==> config.mk <==
export PLATFORM = sky130hd
export DESIGN_NAME = pwr_seq_top
export DESIGN_NICKNAME = d
export VERILOG_FILES = /design/src/rtl/pwr_seq_pkg.sv /design/src/rtl/pwr_seq_ramp.sv /design/src/rtl/pwr_seq_timer.sv /design/src/rtl/pwr_seq_occnt.sv /design/src/rtl/pwr_seq_top.sv
export SDC_FILE = /design/constraint.sdc
export NUM_CORES = 1
export LEC_CHECK = 0
export BUFFER_PORTS_ARGS = -buffer_cell sky130_fd_sc_hd__buf_2
export CAP_MARGIN = 40
export CORE_MARGIN = 10
export CORE_UTILIZATION = 32
export DETAILED_ROUTE_END_ITERATION = 10
export GPL_TIMING_DRIVEN = 0
export PLACE_DENSITY = 0.55
export SYNTH_ARGS = -nofsm -noshare
export SYNTH_HDL_FRONTEND = slang
export SYNTH_HIERARCHICAL = 1
export SYNTH_SLANG_ARGS = --single-unit
export TNS_END_PERCENT = 1
==> constraint.sdc <==
create_clock -name clk -period 3.3 [get_ports clk]
set_clock_uncertainty 0.1 [all_clocks]
set_input_delay 0.33 -clock clk [delete_from_list [all_inputs] [get_ports clk]]
set_output_delay 0.33 -clock clk [all_outputs]
set_load 0.02 [all_outputs]
==> src/rtl/pwr_seq_pkg.sv <==
package pwr_seq_pkg;

  typedef enum logic [2:0] {
    SQ_IDLE   = 3'd0,
    SQ_SOFT   = 3'd1,
    SQ_RUN    = 3'd2,
    SQ_HICCUP = 3'd3,
    SQ_OCOFF  = 3'd4,
    SQ_LATCH  = 3'd5,
    SQ_SHDN   = 3'd6
  } seq_state_t;

  // The converter switches (ramping or regulating)
  function automatic logic is_regulating(input seq_state_t s);
    return (s == SQ_SOFT) || (s == SQ_RUN);
  endfunction

endpackage

==> src/rtl/pwr_seq_ramp.sv <==
module pwr_seq_ramp #(
  parameter int REF_W    = 8,
  parameter int REF_CODE = 200,
  parameter int STEP_CYC = 1600
) (
  input  logic             clk,
  input  logic             rst,
  input  logic             clr,
  input  logic             adv,
  output logic [REF_W-1:0] ramp_o,
  output logic             at_top_o
);
  localparam logic [REF_W-1:0] TOP = REF_W'(REF_CODE);
  localparam logic [REF_W-1:0] ONE = REF_W'(1);

  logic [REF_W-1:0] ramp_q;
  logic             step;

  generate
    if (STEP_CYC > 1) begin : g_div
      localparam int DW = $clog2(STEP_CYC);
      logic [DW-1:0] div_q;
      always_ff @(posedge clk) begin
        if (rst || clr)     div_q <= '0;
        else if (adv) begin
          if (div_q == DW'(STEP_CYC - 1)) div_q <= '0;
          else                            div_q <= div_q + 1'b1;
        end
      end
      assign step = adv && (div_q == DW'(STEP_CYC - 1));
    end else begin : g_nodiv
      assign step = adv;
    end
  endgenerate

  always_ff @(posedge clk) begin
    if (rst || clr)                 ramp_q <= '0;
    else if (step && ramp_q != TOP) ramp_q <= ramp_q + ONE;
  end

  assign ramp_o   = ramp_q;
  assign at_top_o = (ramp_q == TOP);
endmodule

==> src/rtl/pwr_seq_timer.sv <==
module pwr_seq_timer #(
  parameter int CYC = 65536
) (
  input  logic clk,
  input  logic rst,
  input  logic run,
  output logic done_o
);
  localparam int TW = (CYC > 1) ? $clog2(CYC) : 1;

  logic [TW-1:0] cnt_q;

  always_ff @(posedge clk) begin
    if (rst || !run) cnt_q <= '0;
    else             cnt_q <= cnt_q + 1'b1;
  end

  assign done_o = run && (cnt_q == TW'(CYC - 1));
endmodule

==> src/rtl/pwr_seq_occnt.sv <==
module pwr_seq_occnt #(
  parameter int LIMIT = 4
) (
  input  logic clk,
  input  logic rst,
  input  logic clr,
  input  logic inc,
  output logic last_o
);
  localparam int CW = $clog2(LIMIT + 1);

  logic [CW-1:0] cnt_q;

  always_ff @(posedge clk) begin
    if (rst || clr) cnt_q <= '0;
    else if (inc)   cnt_q <= cnt_q + 1'b1;
  end

  // The next event is the one that reaches the limit
  assign last_o = (cnt_q == CW'(LIMIT - 1));
endmodule

==> src/rtl/pwr_seq_top.sv <==
module pwr_seq_top
  import pwr_seq_pkg::*;
#(
  parameter int REF_W      = 8,
  parameter int REF_CODE   = 200,
  parameter int STEP_CYC   = 1600,
  parameter int HICCUP_CYC = 65536,
  parameter int OC_LIMIT   = 4
) (
  input  logic             clk,
  input  logic             rst,
  input  logic             supply_ok,
  input  logic             shdn_req,
  input  logic             oc_flag,
  input  logic             uv_flag,
  input  logic             ov_flag,
  output logic [REF_W-1:0] ref_code,
  output logic             pwm_en,
  output logic             force_low,
  output logic             gates_off,
  output logic             fault_latched
);
  seq_state_t st_q, st_d;
  logic       in_loop, ramp_top, hic_done, oc_last;

  assign in_loop = is_regulating(st_q);

  pwr_seq_ramp #(.REF_W(REF_W), .REF_CODE(REF_CODE), .STEP_CYC(STEP_CYC)) u_ramp (
    .clk(clk), .rst(rst), .clr(!in_loop), .adv(st_q == SQ_SOFT),
    .ramp_o(ref_code), .at_top_o(ramp_top)
  );

  pwr_seq_timer #(.CYC(HICCUP_CYC)) u_hiccup (
    .clk(clk), .rst(rst), .run(st_q == SQ_HICCUP), .done_o(hic_done)
  );

  pwr_seq_occnt #(.LIMIT(OC_LIMIT)) u_occnt (
    .clk(clk), .rst(rst), .clr(shdn_req || !supply_ok),
    .inc(oc_flag && in_loop), .last_o(oc_last)
  );

  // Priority: shutdown, supply loss, over-current, over-voltage, under-voltage
  always_comb begin
    st_d = st_q;
    if (shdn_req)        st_d = SQ_SHDN;
    else if (!supply_ok) st_d = SQ_IDLE;
    else begin
      unique case (st_q)
        SQ_IDLE, SQ_SHDN, SQ_OCOFF: st_d = SQ_SOFT;
        SQ_LATCH:  st_d = SQ_LATCH;
        SQ_HICCUP: st_d = hic_done ? SQ_SOFT : SQ_HICCUP;
        SQ_SOFT: begin
          if (oc_flag)       st_d = oc_last ? SQ_LATCH : SQ_OCOFF;
          else if (ramp_top) st_d = SQ_RUN;
        end
        SQ_RUN: begin
          if (oc_flag)                  st_d = oc_last ? SQ_LATCH : SQ_OCOFF;
          else if (uv_flag && !ov_flag) st_d = SQ_HICCUP;
        end
        default: st_d = SQ_IDLE;
      endcase
    end
  end

  always_ff @(posedge clk) begin
    if (rst) begin
      st_q          <= SQ_IDLE;
      pwm_en        <= 1'b0;
      force_low     <= 1'b0;
      gates_off     <= 1'b1;
      fault_latched <= 1'b0;
    end else begin
      st_q          <= st_d;
      pwm_en        <= is_regulating(st_d) && !ov_flag;
      force_low     <= is_regulating(st_d) && ov_flag;
      gates_off     <= !is_regulating(st_d);
      fault_latched <= (st_d == SQ_LATCH);
    end
  end
endmodule

==> metrics.txt <==
CTS Buffer Depth 2; CP Buf/Inv Count 1; CP Launch Type flip-flop; CP Cell Sequence ha_1 -> nand4_4 -> nor4_1 -> and3_1 -> inv_1 -> a221oi_1 -> o41ai_1 -> xor2_1 -> or3_1; top cell type's share of synthesized area 41.2%; filler instances 678; GP Congestion 0.761; Tot GR Track Use under 10%; worst-path maximum fanout 10; max incr delay on CP 0.40 ns; instance count of the mapped netlist 248; crit path kind flip-flop to flip-flop; Synth Register Bits between 40 and 50; IO Pins 19; via/cell ratio 5.06; switching part of the total 22.4%; final period utilization 79.7%; status complete, no violations; Max-Cap Viols 0; cts repair resizes 0; synthesized area 2190 um2; combinational share of power 4.6%; clk slew on worst S/H paths 0.08 ns; number of port buffers 18; number of global-route vias before repair 1609; number of synthesized flops with an enable pin 0; RSZ-0062 raised after global routing no; NetSw roughly 0.00022 W; Num CTS Buffers 5; Unique masters post-synth 46; post-synthesis sequential area ratio 41.2%; Yosys top cell by area dfxtp_1; Post-Route Setup TNS 0 ns; layout cell share with drive strength beyond 1 14.5%; Layout Nets between 200 and 300; first-pass GRT wire length 7.23 mm; Initial Util 32.5%; routed vias around 1800; Post-synth top cells dfxtp_1 (45), nor2_1 (24), nand2_1 (18); pin count of the biggest net entering global routing 15; number of remaining DRC errors 0; Syn-to-layout area delta 13.6%; die width around 100 um; die area 10500 um2; fmax 380 MHz; Top FF cell, synth dfxtp_1; max-slew violations 0; initial antenna violation count 0; DRT Pass-1 Iters 4; CP endpoint kind flip-flop; Static Leak 0.832 nW; drt first-iter violations 52; most numerous cell in the Yosys netlist dfxtp_1; Async S/R FF share, synth 0%; final hold violation count 0; final setup vio count 0; post-CTS setup buffers 0; Reg2Reg Depth 9; clock root buffer clkbuf_8; CP Data Required Time 3.39 ns; GRT overflow 0; Clk network pwr share 38.5%; clock latency at the later pin of the worst-skew pair about 0.3 ns; Hold Crit Depth 2; setup slack after layout 0.671 ns; ANT cells 0; Arr. time, crit path 2.72 ns; Syn. warnings 6; Worst-Margin Slew a little over 0.5 ns; clk sinks 45; drt wl/cell 11.7 um; P_int 0.000753 W; fin crit period 2.63 ns; sequential share of power 56.9%; Final Routed Wirelength 4.16 mm; core area 6720 um2; Crit path depth 9; highest-delay cell along the critical path dfxtp_1; worst slack, placed about 0.67 ns; CTS tree built; Rel. slew slack 65.9%; dpl hpwl 3.09 mm; Site Rows 30; Area contributors post-synth dfxtp_1 (41%), nor2_1 (4.1%), a21oi_1 (3.9%); cell family with most CP delay simple AND/OR/NAND/NOR gates; pwr dens about 390 nW/um2; # hold bufs at CTS 0; synthesized net count approximately 260; syn avg cell area 8.81 um2; Post-DRT Antenna Nets 0; Die H 103 um; worst vdd ir 0.000121 V; H-tree depth 2; Hold Path Class input pin to flip-flop
## layout make-up
cell class | instances | area (um2) | share of cell area (%)
clock inverters | 1 | 5.00 | 0.202
repair buffers | 19 | 95.1 | 3.83
clock buffers | 7 | 96.3 | 3.88
multi-input cells | 182 | 1200 | 48.3
well taps | 80 | 100 | 4.03
inverters | 14 | 52.6 | 2.12
plain buffers | 7 | 32.5 | 1.31
flip-flops and latches | 45 | 901 | 36.3
## worst register-to-register path, stage by stage (launching register included)
cell,delay [ns]
dfxtp_1,0.40
ha_1,0.28
nand4_4,0.19
nor4_1,0.33
and3_1,0.19
inv_1,0.04
a221oi_1,0.31
o41ai_1,0.14
xor2_1,0.20
or3_1,0.36
## per-layer routing
metal,global-route usage [%],vias up,part of all wire [%]
met2,13.8,15,48
met4,3.90,0,1.2
met3,2.55,4,2.5
met1,10.1,824,48
met5,0,-,0
li1,-,952,-
## stage by stage
step | hold WS, ns | utilization, % | total power (W) | area (um2) | std cells
floorplan | 0.301 | - | 0.000593 | 2190 | 248
global placement | 0.350 | 35.4 | 0.000609 | 2380 | 346
detailed placement | 0.359 | 35.4 | 0.000610 | 2380 | 347
CTS | 0.111 | 36.9 | 0.000988 | 2480 | 355
global route | 0.114 | 36.9 | 0.00102 | 2480 | 355
finish | 0.120 | 36.9 | 0.000970 | 2480 | 355
## logic make-up after synthesis
kind of cell	after synthesis	share of synthesized area (%)
AND/OR/NAND/NOR	112	29.8
AO/OA/AOI/OAI	46	14.2
flip-flops	45	41.2
buffers and inverters	21	3.89
XOR/XNOR	14	5.61
adder cells (fa/ha/maj)	6	3.43
multiplexers	4	1.83
## worst paths after layout
check                                  endpoint                     startpoint  slack (ns)
hold / removal                pwm_en$_SDFF_PP0_                        ov_flag        0.12
hold reg to reg   u_hiccup/cnt_q[14]$_SDFF_PP0_  u_hiccup/cnt_q[14]$_SDFF_PP0_        0.37
setup / recovery           gates_off$_SDFF_PP1_   u_hiccup/cnt_q[0]$_SDFF_PP0_        0.67
setup reg to reg           gates_off$_SDFF_PP1_   u_hiccup/cnt_q[0]$_SDFF_PP0_        0.67
## power groups by stage
stage	logic, W	registers, W	clock network [W]
final	0.0000446	0.000551	0.000374
after global routing	0.0000508	0.000553	0.000417
after floorplan	0.0000265	0.000566	0
after detailed placement	0.0000453	0.000564	0
after CTS	0.0000454	0.000551	0.000391
after global placement	0.0000449	0.000564	0
## flip-flops by register name, summed over array words and instances (netlist names)
signal	count
fault_latched	1
force_low	1
gates_off	1
pwm_en	1
st_q	3
u_hiccup/cnt_q	16
u_occnt/cnt_q	3
u_ramp/g_div.div_q	11
u_ramp/ramp_o	8
## cell usage in the layout (no fill, tap or decap), drive strengths merged, types with 6 or more instances in the layout
cell type and instances:
a21oi 17, buf 21, clkbuf 12, dfxtp 45
ha 6, inv 14, nand2 18, nand2b 8
nand3 10, nand4 9, nor2 24, nor3 6
nor4 6, o31ai 11, or4 11, xnor2 6
xor2 8
Power figures use the tool's default switching activity.
